### config.mk
export PLATFORM = sky130hd
export DESIGN_NAME = dch_prio_ctrl
export DESIGN_NICKNAME = d
export VERILOG_FILES = /design/src/rtl/dch_prio_pkg.sv /design/src/rtl/dch_term_sel.sv /design/src/rtl/dch_prio_counter.sv /design/src/rtl/dch_coll_ctl.sv /design/src/rtl/dch_prio_ctrl.sv
export SDC_FILE = /design/constraint.sdc
export NUM_CORES = 1
export LEC_CHECK = 0
export BUFFER_PORTS_ARGS = -buffer_cell sky130_fd_sc_hd__buf_4
export CAP_MARGIN = 20
export CORE_MARGIN = 2
export CORE_UTILIZATION = 39
export CTS_CLUSTER_SIZE = 24
export DETAILED_ROUTE_END_ITERATION = 10
export HOLD_SLACK_MARGIN = 0.03
export PLACE_DENSITY = 0.64
export SYNTH_ARGS = -nofsm -noshare
export SYNTH_HDL_FRONTEND = slang
export SYNTH_SLANG_ARGS = --single-unit
export TNS_END_PERCENT = 100
### constraint.sdc
create_clock -name clk -period 2.7 [get_ports clk]
set_input_delay 0.135 -clock clk [delete_from_list [all_inputs] [get_ports clk]]
set_output_delay 0.135 -clock clk [all_outputs]
set_load 0.1 [all_outputs]
### src/rtl/dch_prio_pkg.sv
package dch_prio_pkg;
   // width needed to hold a count value up to and including max_v
   function automatic int unsigned cnt_width(input int unsigned max_v);
      return $clog2(max_v + 1);
   endfunction
endpackage

### src/rtl/dch_term_sel.sv
module dch_term_sel #(
   parameter int unsigned HI_BASE = 8,
   parameter int unsigned LO_BASE = 10,
   parameter int unsigned CW      = 4
) (
   input  logic          class_low,
   input  logic          level_hi,
   output logic [CW-1:0] term,
   output logic [CW-1:0] term_top
);
   localparam logic [CW-1:0] HI_L = CW'(HI_BASE);
   localparam logic [CW-1:0] LO_L = CW'(LO_BASE);

   if (LO_BASE <= HI_BASE + 1) begin : g_bad_order
      $error("dch_term_sel: low class must need a longer run than high class");
   end
   if (HI_BASE == 0) begin : g_bad_zero
      $error("dch_term_sel: HI_BASE must be nonzero");
   end

   logic [CW-1:0] base;
   always_comb begin
      base     = class_low ? LO_L : HI_L;
      term_top = base + CW'(1);
      term     = level_hi ? term_top : base;
   end
endmodule

### src/rtl/dch_prio_counter.sv
module dch_prio_counter #(
   parameter int unsigned CW = 4
) (
   input  logic          clk,
   input  logic          rst_n,
   input  logic          bit_stb,
   input  logic          echo_bit,
   input  logic          live,
   input  logic          zero,
   input  logic [CW-1:0] term,
   output logic [CW-1:0] cnt_q,
   output logic [CW-1:0] cnt_nxt
);
   always_comb begin
      if (!echo_bit)          cnt_nxt = '0;
      else if (cnt_q >= term) cnt_nxt = term;
      else                    cnt_nxt = cnt_q + CW'(1);
   end

   always_ff @(posedge clk or negedge rst_n) begin
      if (!rst_n)                cnt_q <= '0;
      else if (zero)             cnt_q <= '0;
      else if (bit_stb && live)  cnt_q <= cnt_nxt;
   end
endmodule

### src/rtl/dch_coll_ctl.sv
module dch_coll_ctl #(
   parameter int unsigned CW = 4
) (
   input  logic          clk,
   input  logic          rst_n,
   input  logic          bit_stb,
   input  logic          echo_bit,
   input  logic          tx_dbit,
   input  logic          eop,
   input  logic          frame_pulse,
   input  logic          irq_clr,
   input  logic          tx_req,
   input  logic [CW-1:0] cnt_nxt,
   input  logic [CW-1:0] term,
   input  logic [CW-1:0] term_top,
   output logic          live,
   output logic          zero,
   output logic          level_hi,
   output logic          tx_grant,
   output logic          flag_start,
   output logic          coll_irq,
   output logic          access_ack,
   output logic          fifo_discard
);
   logic pend_q;
   logic start, coll, done, lvl_drop;

   always_comb begin
      live     = !tx_grant && !pend_q;
      start    = bit_stb && live && tx_req && (cnt_nxt >= term);
      coll     = bit_stb && tx_grant && (echo_bit != tx_dbit);
      done     = bit_stb && tx_grant && !coll && eop;
      lvl_drop = bit_stb && live && (cnt_nxt == term_top);
      zero     = start || coll || done;
   end

   always_ff @(posedge clk or negedge rst_n) begin
      if (!rst_n) begin
         tx_grant     <= 1'b0;
         flag_start   <= 1'b0;
         coll_irq     <= 1'b0;
         access_ack   <= 1'b0;
         fifo_discard <= 1'b0;
         pend_q       <= 1'b0;
         level_hi     <= 1'b0;
      end else begin
         flag_start   <= start;
         fifo_discard <= coll;
         if (start)               tx_grant <= 1'b1;
         else if (coll || done)   tx_grant <= 1'b0;
         if (coll)                coll_irq <= 1'b1;
         else if (irq_clr)        coll_irq <= 1'b0;
         if (start)                          access_ack <= 1'b1;
         else if (done)                      access_ack <= 1'b0;
         else if (frame_pulse && pend_q)     access_ack <= 1'b0;
         if (coll)                           pend_q <= 1'b1;
         else if (frame_pulse)               pend_q <= 1'b0;
         if (done)                level_hi <= 1'b1;
         else if (lvl_drop)       level_hi <= 1'b0;
      end
   end
endmodule

### src/rtl/dch_prio_ctrl.sv
module dch_prio_ctrl #(
   parameter int unsigned HI_BASE = 8,
   parameter int unsigned LO_BASE = 10
) (
   input  logic clk,
   input  logic rst_n,
   input  logic bit_stb,
   input  logic echo_bit,
   input  logic tx_dbit,
   input  logic frame_pulse,
   input  logic class_low,
   input  logic tx_req,
   input  logic eop,
   input  logic irq_clr,
   output logic tx_grant,
   output logic flag_start,
   output logic coll_irq,
   output logic access_ack,
   output logic fifo_discard
);
   localparam int unsigned CW = dch_prio_pkg::cnt_width(LO_BASE + 1);

   logic [CW-1:0] term, term_top, cnt_q, cnt_nxt;
   logic          live, zero, level_hi;

   dch_term_sel #(.HI_BASE(HI_BASE), .LO_BASE(LO_BASE), .CW(CW)) u_term (
      .class_low(class_low), .level_hi(level_hi),
      .term(term), .term_top(term_top));

   dch_prio_counter #(.CW(CW)) u_cnt (
      .clk(clk), .rst_n(rst_n), .bit_stb(bit_stb), .echo_bit(echo_bit),
      .live(live), .zero(zero), .term(term),
      .cnt_q(cnt_q), .cnt_nxt(cnt_nxt));

   dch_coll_ctl #(.CW(CW)) u_ctl (
      .clk(clk), .rst_n(rst_n), .bit_stb(bit_stb), .echo_bit(echo_bit),
      .tx_dbit(tx_dbit), .eop(eop), .frame_pulse(frame_pulse),
      .irq_clr(irq_clr), .tx_req(tx_req), .cnt_nxt(cnt_nxt),
      .term(term), .term_top(term_top), .live(live), .zero(zero),
      .level_hi(level_hi), .tx_grant(tx_grant), .flag_start(flag_start),
      .coll_irq(coll_irq), .access_ack(access_ack),
      .fifo_discard(fifo_discard));
endmodule

[Word level (Yosys, flattened, before mapping)]
Index checks and enable logic that the tools add are counted.
W data, S select, Z words.
Word-level totals
  input port bits: 10
  flip-flop bits (word level): 11
  output and inout port bits: 5
Cells by class
  eq/ne operators: 2
  reductions and logical operators: 22
  multiplexer cells: 17
  add/sub/neg operators: 2
  $lt $le $gt $ge: 2
Operator list (count)
  $mux W4: 5
  $mux W1: 11
  $logic_and A1 B1 Y1: 10
  $reduce_bool A2 Y1: 5
  $add A4 B1 Y4 const B: 2
  $ge A4 B4 Y1: 2
  $eq A4 B4 Y1: 1
  $logic_not A1 Y1: 3
  $logic_or A1 B1 Y1: 3
  $reduce_bool A3 Y1: 1
  $mux W2: 1
  $ne A1 B1 Y1: 1

[Depth between registers and ports, before layout]
Gate-level depths: netlist (run 1).
  depth in word-level cells: 11
  gate-level depth with buffers: 12

[Modules after synthesis]
From an unflattened synthesis (run 1), not the netlist that was laid out.
Second synthesis, totals
  cell total of the unflattened synthesis: 103
  area, all modules: 918.4 sq um
By module, submodules not included
  dch_coll_ctl: instances 1, area each 440.4 sq um, cells an instance 43, seq. area each 175.2 sq um
  dch_prio_counter: instances 1, area each 410.4 sq um, cells an instance 50, seq. area each 100.1 sq um
  dch_term_sel: instances 1, area each 67.6 sq um, cells an instance 10, seq. area each 0.0 sq um

[Least setup slack after synthesis (run 1)]
Ideal clock, no wire load.
  path kind: register to register
  from: register u_cnt.cnt_q[0]
  to: register u_cnt.cnt_q[3]
  path slack: 0.422 ns
  stages on the path, launching flop included: 13
  data required time: 2.634 ns
  data arrival time: 2.211 ns
  cells stage by stage: dfrtp_1 -> inv_1 -> ha_1 -> nor2b_1 -> o21ai_2 -> mux2i_1 -> nand2b_1 -> ha_1 -> nand2b_1 -> a21oi_1 -> o22ai_1 -> o31ai_1 -> and2_1
Between the ends
  cells in the longest elaborated chain, start to end: 8
  elaborated cells on any way between the ends: 11
  classes of those cells: add/sub: 1; order compare: 2; mux: 4; reduce/logical: 4
RTL lines
  start: declaration: RTL line dch_prio_counter.sv:11  | output logic [CW-1:0] cnt_q,
  start signal: assignment: RTL line dch_prio_counter.sv:23  | else if (bit_stb && live) cnt_q <= cnt_nxt;
  $add A4 B1 Y4 / $ge A4 B4 Y1 (equally long branches): RTL line dch_prio_counter.sv:17, dch_prio_counter.sv:16
  $mux W4 (*): RTL line dch_prio_counter.sv:16  | else if (cnt_q >= term) cnt_nxt = term;
  $mux W4 (*): RTL line dch_prio_counter.sv:15  | if (!echo_bit) cnt_nxt = '0;
  $ge A4 B4 Y1: RTL line dch_coll_ctl.sv:30  | start = bit_stb && live && tx_req && (cnt_nxt >= term);
  $logic_and A1 B1 Y1: RTL line dch_coll_ctl.sv:30
  $logic_or A1 B1 Y1 (2 in a row): RTL line dch_coll_ctl.sv:34  | zero = start || coll || done;
  $mux W4 / $reduce_bool A2 Y1 (equally long branches)
Mark *: on every way between the ends. The rest lies on a longest branch, timed or not. The select of a mux whose other input is x is not followed.
A chain may end at the register's enable or synchronous reset.

[Worst setup path after layout (run 1)]
  from: register u_cnt.cnt_q[1]
  to: register u_cnt.cnt_q[3]
The elaborated chain is that of the path after synthesis.

==> reports/metrics.cfg, run 1 <==
[critical_path]
crit_path_max_incr_delay_ps=410
worst_setup_path_start_kind=flip-flop
r2r_slack_ps=300
cp.arrival_ps=2610
cp_top_family=compound AO/OA/AOI/OAI gates
required_ps=2910
cp.depth=11
crit_path_start=u_cnt.cnt_q[1]$_DFFE_PN0P_
crit_buf_inv=0
path_cells=ha_1, nand2_1, o21ai_2, mux2i_1, nand2b_1, ha_1, nand2b_1, a21oi_1, o22ai_1, o31ai_1, and2_1
crit_fanout=4
worst-setup-path-type=flip-flop to flip-flop
r2r_cells=11
cpMaxStageDelayCell=dfrtp_1
end_kind=flip-flop
r2r-start=u_cnt.cnt_q[1]$_DFFE_PN0P_

[yosys]
yosysWarnings=0
synth_most_common_cell=nand2_1
synth_edf_count=0
synth-adder-area-share_pct=11.4
synth.avg_cell_area_sq_um=9.05
synth.distinct_cells=25
synth-simple-area-share_pct=24.8
synthMuxAreaShare_pct=3.03
synth_flop_cell=dfrtp_1
yosys.area.top_type_share_pct=41.7
synth_xor_area_share_pct=2.65
async_reset_ff_share_pct=100
synth_commonest_cells=15 x nand2_1, 11 x dfrtp_1, 7 x inv_1
synth_area_leaders=dfrtp_1 42%, ha_1 11%, nand2_1 8.5%
synth_compound_area_share_pct=12.5
synth_top_area_cell=dfrtp_1
netlist_instances=73
synth_area_sq_um=661
synth-seq-area-share_pct=41.7
synth_top_family_by_area=simple AND/OR/NAND/NOR gates
ys_ff_latch=11
synth_nets=89

[power]
vdd_drop_max_v=0.000585
power_mw=0.672
p_leak_nw=0.461
powerDensity_nw_per_um2=795

[sta]
setup_viol=0
rsz0062_at_grt=no
period_share_pct=88.9
layout_min_cycle_time_ps=2400
slew_headroom_pct=80.0
slew_violations=0
fin_ws_ps=300
finalHoldViolCount=0
tns_ps=0
holdWs_ps=52.9
clock_skew_ps=3.11
fmax_mhz=417
tightest_slew_ps=299

[place]
portBuffers=14
place_inst=103
globalplace.congestion=0.755
dp_hpwl_mm=1.01
place_ws_ps=143
post_dp_cell_area_sq_um=786

[final_layout]
area_growth_pct=27.8
num_antenna_cells=0
finalCoreUtilization_pct=54.8
fin_cells=111
finalInstanceArea_sq_um=845
drive_above_1_share_pct=23.2
nNetsFinal=112

[route]
via_per_inst=4.94
ant_nets=0
totalWireLength_mm=1.30
drt-initial-drc-count=2
drc=0
drt-wirelength-per-cell_um=11.7
vias=548
first_pass_iters=2

[grt]
grt_usage_pct=15.9
grt_pass1_wl_mm=2.31
grt_overflow=0
grt_pass1_vias=538
antenna_found_initial=0
grt_max_degree=12

[clocking]
cts_buffers=3
clockRootBuffer=clkbuf_4
clk_pin_slew_ps=70
htree_levels=1
cts_tree=built
clockBufferDepth=2
clk_latency_ps=260
cts.sinks=11

[floorplan]
rows=14
coreArea_sq_um=1540
initial_utilization_pct=42.9
die_h_um=45.2
die_w_um=45.2
top_level_ports=15
fp.dieArea_sq_um=2040

[worst_hold_path]
holdCritPathClass=input pin to flip-flop
hold_path_depth=2
min_from=frame_pulse

[run]
max-cap-violations=0

[run_status]
status=completed

-- state kept, by name (all words and copies together) (netlist names) --
signal and flops:
u_ctl.access_ack 1, u_cnt.cnt_q 4, u_ctl.fifo_discard 1, u_ctl.tx_grant 1, u_ctl.pend_q 1, u_ctl.coll_irq 1
u_ctl.flag_start 1, u_ctl.level_hi 1
-- routing by layer --
| metal | GRT usage (%) | up-vias | routed length, um | part of all wire, % |
|---|---|---|---|---|
| met5 | 0 | - | 0 | 0 |
| met4 | 8.82 | 0 | 24 | 1.8 |
| met3 | 3.20 | 2 | 72 | 5.5 |
| met2 | 26.6 | 14 | 582 | 45 |
| met1 | 19.1 | 233 | 619 | 48 |
| li1 | - | 299 | - | - |
-- area by class of cell --
| class | count | area, sq um |
|---|---|---|
| multi-input cells | 55 | 359 |
| repair buffers | 18 | 138 |
| fillers | 145 | 697 |
| flip-flops and latches | 11 | 275 |
| clock buffers | 4 | 26.3 |
| inverters | 7 | 26.3 |
| well taps | 16 | 20.0 |
-- worst register-to-register path, delay by kind of cell, from the launching register on --
| family | cells | cell delay (ps) |
|---|---|---|
| AO/OA/AOI/OAI | 4 | 710 |
| multiplexers | 1 | 250 |
| adder cells (fa/ha/maj) | 2 | 490 |
| flip-flops | 1 | 410 |
| AND/OR/NAND/NOR | 4 | 470 |
-- power breakdown --
| group | leakage (nW) | internal, mW | total (mW) | switching (mW) |
|---|---|---|---|---|
| registers | 0.149 | 0.201 | 0.235 | 0.0335 |
| clock network | 0.0150 | 0.0571 | 0.109 | 0.0518 |
| logic | 0.296 | 0.127 | 0.328 | 0.201 |
-- path summary, 6_finish.rpt --
kind                                                      to
worst max-delay path              u_cnt.cnt_q[3]$_DFFE_PN0P_
worst min-delay path                u_ctl.pend_q$_DFFE_PN0P_
worst max register to register    u_cnt.cnt_q[3]$_DFFE_PN0P_
worst min register to register  u_ctl.access_ack$_DFFE_PN0P_
max in group asynchronous       u_ctl.fifo_discard$_DFF_PN0_
min in group asynchronous           u_ctl.pend_q$_DFFE_PN0P_
-- repair_timing --
action                     in CTS  in global routing
setup buffers                   0                  3
hold buffers                    1                  0
gates resized for setup         0                  0
hold endpoints to repair       11                  0
setup endpoints to repair       0                  7
-- cell families (layout without fill, tap and decap cells) --
group / count (synthesis) / after routing
buf+inv: 7 / 29
xor+xnor: 2 / 2
fa+ha+maj: 6 / 6
simple gates: 32 / 32
mux: 2 / 2
flops: 11 / 11
compound gates: 13 / 13
-- cells in the final DEF, fill, tap and decap left out, types with 3 or more instances in the layout --
cell / count
clkbuf_4: 3
o21ai_0: 4
ha_1: 6
inv_1: 7
nor2_1: 4
buf_4: 17
and3_1: 3
nand2_1: 15
dfrtp_1: 11
No activity file was read; power rests on OpenSTA's default activity.
==> run 2, diff against run 1 <==
--- a/config.mk
+++ b/config.mk
@@ -5,14 +5,14 @@
 export SDC_FILE = /design/constraint.sdc
 export NUM_CORES = 1
 export LEC_CHECK = 0
+export ABC_AREA = 1
 export BUFFER_PORTS_ARGS = -buffer_cell sky130_fd_sc_hd__buf_4
 export CAP_MARGIN = 20
-export CORE_MARGIN = 2
 export CORE_UTILIZATION = 39
 export CTS_CLUSTER_SIZE = 24
 export DETAILED_ROUTE_END_ITERATION = 10
 export HOLD_SLACK_MARGIN = 0.03
-export PLACE_DENSITY = 0.64
+export PLACE_DENSITY = 0.63
 export SYNTH_ARGS = -nofsm -noshare
 export SYNTH_HDL_FRONTEND = slang
 export SYNTH_SLANG_ARGS = --single-unit
==> run 2 against run 1 <==
  * Utilization decreased by 3.5 points
  * Largest power group is now sequential cells
  * Total power decreased by 38%
  * Fmax is 8.2% higher
  * Hold slack better by 7.9 ps
  * Non-clock buffer count down 3
  * Worst setup slack improved by 180 ps
  * Register-to-register slack better by 180 ps
  * Routed wire length up 6.2%
  * Sequential share of layout area is 1.5 points lower
  * Synthesized cell count increased by 21%
  * Largest cell class unchanged
  * Final cell count up 19%
==> reports/metrics.cfg, run 2 <==
[floorplan]
die_w_um=44.8  ; -0.86%
top_level_ports=15  ; unchanged
coreArea_sq_um=1730  ; +12%
rows=15  ; +1
fp.dieArea_sq_um=2000  ; -1.7%
die_h_um=44.8  ; -0.86%
initial_utilization_pct=41.3  ; -1.6 points

[yosys]
synth_most_common_cell=nand2_1
yosys.area.top_type_share_pct=38.6  ; -3.1 points
synth_top_area_cell=dfrtp_1
yosysWarnings=0  ; unchanged
synth_nets=104  ; +17%
synth_flop_cell=dfrtp_1
synth_edf_count=0  ; unchanged
ys_ff_latch=11  ; unchanged
synth-seq-area-share_pct=38.6  ; -3.1 points
synth_area_sq_um=713  ; +8.0%
synth.distinct_cells=16  ; -36%
synth_commonest_cells=22 x nand2_1, 16 x inv_1, 11 x dfrtp_1
netlist_instances=88  ; +21%
synth_area_leaders=dfrtp_1 39%, nand2_1 12%, ha_1 11%
async_reset_ff_share_pct=100  ; unchanged
synth.avg_cell_area_sq_um=8.10  ; -10%

[critical_path]
r2r_end=u_cnt.cnt_q[1]$_DFFE_PN0P_
required_ps=2900  ; about the same
crit_fanout=5  ; +1
r2r-start=u_cnt.cnt_q[0]$_DFFE_PN0P_
end_kind=flip-flop
r2r_cells=17  ; +6
cp.arrival_ps=2420  ; -190 ps
worst_setup_path_start_kind=flip-flop
cpMaxStageDelayCell=dfrtp_1
cpMostUsedCell=nand2_1
crit_path_max_incr_delay_ps=440  ; +30 ps
path_cells=inv_1, ha_1, inv_1, nand2_1, nand2_1, nand2_2, nand2_2, nand2_1, nand3_1, ha_1, inv_1, nand2_1, a21oi_1, nand2_2, nand3_4, nand2_4, a21oi_2
r2r_slack_ps=480  ; +180 ps
cp_top_family=simple AND/OR/NAND/NOR gates
crit_buf_inv=3  ; +3
cp.depth=17  ; +6
worst-setup-path-type=flip-flop to flip-flop

[sta]
layout_min_cycle_time_ps=2220  ; -183 ps
rsz0062_at_grt=no
period_share_pct=82.1  ; -6.8 points
fmax_mhz=451  ; +8.2%
slew_headroom_pct=79.7  ; -0.34 points
holdWs_ps=60.8  ; +7.92 ps
setup_viol=0  ; unchanged
tns_ps=0  ; unchanged
slew_violations=0  ; unchanged
clock_skew_ps=1.90  ; -1.21 ps
tightest_slew_ps=304  ; +4.85 ps
finalHoldViolCount=0  ; unchanged

[worst_hold_path]
min_from=irq_clr
holdPathEnd=u_ctl.coll_irq$_DFFE_PN0P_
hold_path_depth=2  ; unchanged
holdCritPathClass=input pin to flip-flop

[power]
power.share.clock_pct=27.7  ; +11 points
swShare_pct=33.7  ; -8.9 points
powerDensity_nw_per_um2=469  ; -41%
seq_power_share_pct=44.8  ; +9.9 points
vdd_drop_max_v=0.000327  ; -44%
comb_power_share_pct=27.5  ; -21 points
p_leak_nw=0.461  ; about the same
p_sw_mw=0.140  ; -51%
intPower_mw=0.275  ; -29%

[route]
vias=585  ; +6.8%
drt-wirelength-per-cell_um=10.4  ; -11%
first_pass_iters=3  ; +1
ant_nets=0  ; unchanged
via_per_inst=4.43  ; -10%
drt-initial-drc-count=7  ; +5
totalWireLength_mm=1.38  ; +6.2%
drc=0  ; unchanged

[place]
globalplace.congestion=0.796  ; +5.4%
dp_hpwl_mm=1.09  ; +8.5%
portBuffers=14  ; unchanged
post_dp_cell_area_sq_um=850  ; +8.1%

[final_layout]
layout_commonest_cell=nand2_1
nNetsFinal=124  ; +11%
finalInstanceArea_sq_um=886  ; +4.9%
drive_above_1_share_pct=29.9  ; +6.7 points
finalCoreUtilization_pct=51.3  ; -3.5 points
num_antenna_cells=0  ; unchanged
top_register=u_cnt.cnt_q
largest_reg_flops=4  ; unchanged
area_growth_pct=24.2
mostFrequentLayoutCells=22 x nand2_1, 16 x inv_1, 14 x buf_4, 11 x dfrtp_1, 7 x nand3_1

[clocking]
clk_pin_slew_ps=70  ; about the same
cts.sinks=11  ; unchanged
clk_latency_ps=270  ; about the same
cts_tree=built
clockRootBuffer=clkbuf_4
clockBufferDepth=2  ; unchanged
cts_buffers=3  ; unchanged
htree_levels=1  ; unchanged

[run]
max-cap-violations=0  ; unchanged

[grt]
grt_usage_pct=16.4  ; +0.47 points
grt_pass1_wl_mm=2.33  ; +0.91%
grt_overflow=0  ; unchanged
antenna_found_initial=0  ; unchanged
grt_pass1_vias=556  ; +3.3%
grt_max_degree=12  ; unchanged

[run_status]
status=completed

==> run 2: worst max path at each step <==
| stage | from | to | slack [ps] |
|---|---|---|---|
| 2_1_floorplan | u_cnt.cnt_q[0]$_DFFE_PN0P_ | u_cnt.cnt_q[1]$_DFFE_PN0P_ | 740 |
| 3_3_place_gp | u_cnt.cnt_q[0]$_DFFE_PN0P_ | u_cnt.cnt_q[0]$_DFFE_PN0P_ | 550 |
| 3_5_place_dp | u_cnt.cnt_q[0]$_DFFE_PN0P_ | u_cnt.cnt_q[1]$_DFFE_PN0P_ | 470 |
| 4_1_cts | u_cnt.cnt_q[0]$_DFFE_PN0P_ | u_cnt.cnt_q[1]$_DFFE_PN0P_ | 440 |
| 5_1_grt | u_cnt.cnt_q[0]$_DFFE_PN0P_ | u_cnt.cnt_q[0]$_DFFE_PN0P_ | 280 |
| 6_report | u_cnt.cnt_q[0]$_DFFE_PN0P_ | u_cnt.cnt_q[1]$_DFFE_PN0P_ | 480 |
==> run 2: kinds of logic (layout without fill, tap and decap cells) <==
family	Yosys count	after routing	synth area share (%)
AOI/OAI and AO/OA	7	7	7.02
and+or+nand+nor	46	46	33.0
adders and majority gates	6	6	10.5
buffers and inverters	16	35	8.42
DFF	11	11	38.6
xor gates and xnor gates	2	2	2.46
==> run 2: through the flow <==
step                cells  setup slack, ps  total power [mW]
detailed placement    127              471             0.303
global route          132              278             0.445
CTS                   132              444             0.421
finish                132              483             0.415
floorplan              88              735             0.269
global placement      127              548             0.300
==> run 2: repair_timing <==
action,4_1_cts,5_1_grt
buffers inserted,0,0
endpoints found under the hold margin,11,0
resized for setup,0,0
setup endpoints to repair,0,0
hold buffers,1,0
==> run 2: layout make-up <==
cell class                      instances  area [sq um]
Fill cell                             180           841
Multi-Input combinational cell         61           378
Sequential cell                        11           275
Inverter                               16          60.1
Timing Repair Buffer                   15           115
Clock buffer                            4          26.3
Tap cell                               25          31.3
==> run 2: power groups by stage <==
stage	Combinational, mW	Sequential [mW]	Clock, mW
after floorplan	0.0681	0.201	0
after global placement	0.110	0.189	0
after detailed placement	0.114	0.189	0
after CTS	0.116	0.186	0.119
after global routing	0.129	0.187	0.129
final	0.114	0.186	0.115
==> run 2: metal layers <==
layer / part of all wire, % / up-vias / GRT usage, %
met1: 49 / 264 / 22.2
li1: - / 315 / -
met5: 0 / - / 0
met2: 49 / 6 / 26.2
met3: 2.4 / 0 / 3.60
met4: 0 / 0 / 5.45
==> run 3, diff against run 2 <==
--- a/config.mk
+++ b/config.mk
@@ -5,14 +5,14 @@
 export SDC_FILE = /design/constraint.sdc
 export NUM_CORES = 1
 export LEC_CHECK = 0
-export ABC_AREA = 1
+export ABC_AREA = 0
 export BUFFER_PORTS_ARGS = -buffer_cell sky130_fd_sc_hd__buf_4
 export CAP_MARGIN = 20
 export CORE_UTILIZATION = 39
 export CTS_CLUSTER_SIZE = 24
 export DETAILED_ROUTE_END_ITERATION = 10
 export HOLD_SLACK_MARGIN = 0.03
-export PLACE_DENSITY = 0.63
+export PLACE_DENSITY = 0.64
 export SYNTH_ARGS = -nofsm -noshare
 export SYNTH_HDL_FRONTEND = slang
 export SYNTH_SLANG_ARGS = --single-unit
==> constraint.sdc (replaced) <==
create_clock -name clk -period 2.32 [get_ports clk]
set_input_delay 0.116 -clock clk [delete_from_list [all_inputs] [get_ports clk]]
set_output_delay 0.116 -clock clk [all_outputs]
set_load 0.1 [all_outputs]
==> run 3 against run 2 <==
  * The flow now finishes with violations (negative setup slack)
  * First-iteration DRC count unchanged
  * Sequential share of layout area shrank 3.6 points
  * Cell area up 13%
  * Combinational power grew to 5.5 times the previous value
  * Sequential power is 48% higher
  * Clock power rose by 11%
  * Final cell count shrank 8.3%
  * Clock-buffer cell count unchanged
  * Fmax decreased by 5.1%
  * Die area fell by 7.1%
  * Flip-flop and latch count unchanged
  * Via count up 4.8%
  * Critical path type unchanged
==> reports/metrics.cfg, run 3 (synthesis gave the netlist of run 1 again) <==
[sta]
setup_viol=1  ; +1
finalHoldViolCount=0  ; unchanged
slew_headroom_pct=78.7  ; -1.0 points
fin_ws_ps=-15.2  ; -498 ps
clock_skew_ps=1.20  ; -0.702 ps
tightest_slew_ps=319  ; +15.2 ps
fmax_mhz=428  ; -5.1%
period_share_pct=101  ; +19 points
slew_violations=0  ; unchanged
layout_min_cycle_time_ps=2340  ; +118 ps
rsz0062_at_grt=yes

[critical_path]
cp.arrival_ps=2540  ; +120 ps
worst_setup_path_start_kind=flip-flop
crit_path_max_incr_delay_ps=410  ; -30 ps
cpMaxStageDelayCell=dfrtp_1
crit_fanout=3  ; -2
end_kind=flip-flop
r2r-start=u_ctl.level_hi$_DFFE_PN0P_
required_ps=2520  ; -380 ps
crit_path_start=u_ctl.level_hi$_DFFE_PN0P_
path_cells=ha_4, nor2b_4, o21ai_4, mux2i_1, nand2b_1, ha_1, nand2b_4, a21oi_4, o22ai_4, o31ai_2, and2_1
worst-setup-path-type=flip-flop to flip-flop

[power]
seq_power_share_pct=26.7  ; -18 points
p_sw_mw=0.417  ; +200%
swShare_pct=40.4  ; +6.7 points
powerDensity_nw_per_um2=1030  ; +120%
intPower_mw=0.615  ; +120%
p_leak_nw=0.526  ; +14%
power_mw=1.03  ; +150%
comb_power_share_pct=60.9  ; +33 points
vdd_drop_max_v=0.000555  ; +70%
power.share.clock_pct=12.4  ; -15 points

[clocking]
htree_levels=1  ; unchanged
clockBufferDepth=2  ; unchanged
clockRootBuffer=clkbuf_4
cts.sinks=11  ; unchanged
cts_buffers=3  ; unchanged
clk_latency_ps=260  ; about the same
clk_pin_slew_ps=70  ; about the same
cts_tree=built

[route]
ant_nets=0  ; unchanged
totalWireLength_mm=1.53  ; +11%
drc=0  ; unchanged
drt-initial-drc-count=7  ; unchanged
vias=613  ; +4.8%
via_per_inst=5.07  ; +14%
drt-wirelength-per-cell_um=12.7  ; +21%
first_pass_iters=4  ; +1

[floorplan]
die_h_um=43.2  ; -3.6%
top_level_ports=15  ; unchanged
die_w_um=43.2  ; -3.6%
coreArea_sq_um=1540  ; -11%
initial_utilization_pct=42.9  ; +1.6 points
rows=14  ; -1
fp.dieArea_sq_um=1860  ; -7.1%

[final_layout]
mostFrequentLayoutCells=27 x buf_4, 13 x nand2_1, 11 x dfrtp_1, 6 x inv_1
nNetsFinal=122  ; -1.6%
top_register=u_cnt.cnt_q
fin_cells=121  ; -8.3%
largest_reg_flops=4  ; unchanged
layout_commonest_cell=buf_4
num_antenna_cells=0  ; unchanged
drive_above_1_share_pct=40.0  ; +10 points
finalCoreUtilization_pct=65.0  ; +14 points
area_growth_pct=51.7

[run]
max-cap-violations=0  ; unchanged

[worst_hold_path]
holdCritPathClass=input pin to flip-flop
min_from=irq_clr

[grt]
grt_usage_pct=17.9  ; +1.5 points
grt_max_degree=12  ; unchanged
grt_pass1_wl_mm=2.57  ; +10%
grt_pass1_vias=619  ; +11%
grt_overflow=0  ; unchanged
antenna_found_initial=0  ; unchanged

[place]
globalplace.congestion=0.792  ; -0.49%
dp_hpwl_mm=1.03  ; -6.0%
place_inst=109  ; -14%
place_ws_ps=-54.7  ; -526 ps
portBuffers=14  ; unchanged

[run_status]
violations=negative setup slack
status=finished with violations

run 3: timing repair:
action,CTS,global route
resized for setup,4,10
buffers inserted,5,2
endpoints found under the setup margin,4,7
hold buffers,1,0
endpoints found under the hold margin,11,0
pin swaps,4,4
run 3: power groups by stage:
stage / Clock [mW] / Combinational [mW] / Sequential, mW
2_1_floorplan: 0 / 0.170 / 0.374
3_3_place_gp: 0 / 0.418 / 0.269
3_5_place_dp: 0 / 0.422 / 0.271
4_1_cts: 0.131 / 0.529 / 0.267
5_1_grt: 0.143 / 0.682 / 0.281
6_report: 0.128 / 0.629 / 0.275
run 3: critical path, delay by kind of cell, from the launching register on:
kind,cells,cell delay [ps]
adder cells (fa/ha/maj),2,510
AND/OR/NAND/NOR,4,470
multiplexers,1,240
flip-flops,1,410
AO/OA/AOI/OAI,4,650
run 3: routing by layer:
layer / vias up / global-route usage (%) / routed length, um
met3: 0 / 2.55 / 34
li1: 313 / - / -
met1: 288 / 24.1 / 739
met2: 12 / 30.1 / 758
met4: 0 / 4.24 / 0
met5: - / 0 / 0
run 3: path summary, 6_finish.rpt:
check | cells after the start | endpoint | slack, ps
setup / recovery | 11 | u_cnt.cnt_q[3]$_DFFE_PN0P_ | -20
hold / removal | 2 | u_ctl.coll_irq$_DFFE_PN0P_ | 30
setup reg to reg | 11 | u_cnt.cnt_q[3]$_DFFE_PN0P_ | -20
hold reg to reg | 2 | u_ctl.access_ack$_DFFE_PN0P_ | 510
max in group asynchronous | 2 | u_cnt.cnt_q[3]$_DFFE_PN0P_ | 1960
min in group asynchronous | 2 | u_ctl.fifo_discard$_DFF_PN0_ | 220
run 3: area by class of cell:
| class | instances | area (sq um) |
|---|---|---|
| clock buffers | 4 | 26.3 |
| fillers | 144 | 539 |
| inverters | 7 | 26.3 |
| multi-input cells | 55 | 442 |
| flip-flops and latches | 11 | 275 |
| well taps | 16 | 20.0 |
| repair buffers | 28 | 213 |
run 3: metrics by stage:
step	hold WS [ps]	TNS, ps	cell area (sq um)
after floorplan	-180	0	661
after global placement	-40.4	-121	831
after detailed placement	-43.2	-174	831
after CTS	30.3	0	925
after global routing	47.8	-361	1000
final	31.3	-15.2	1000
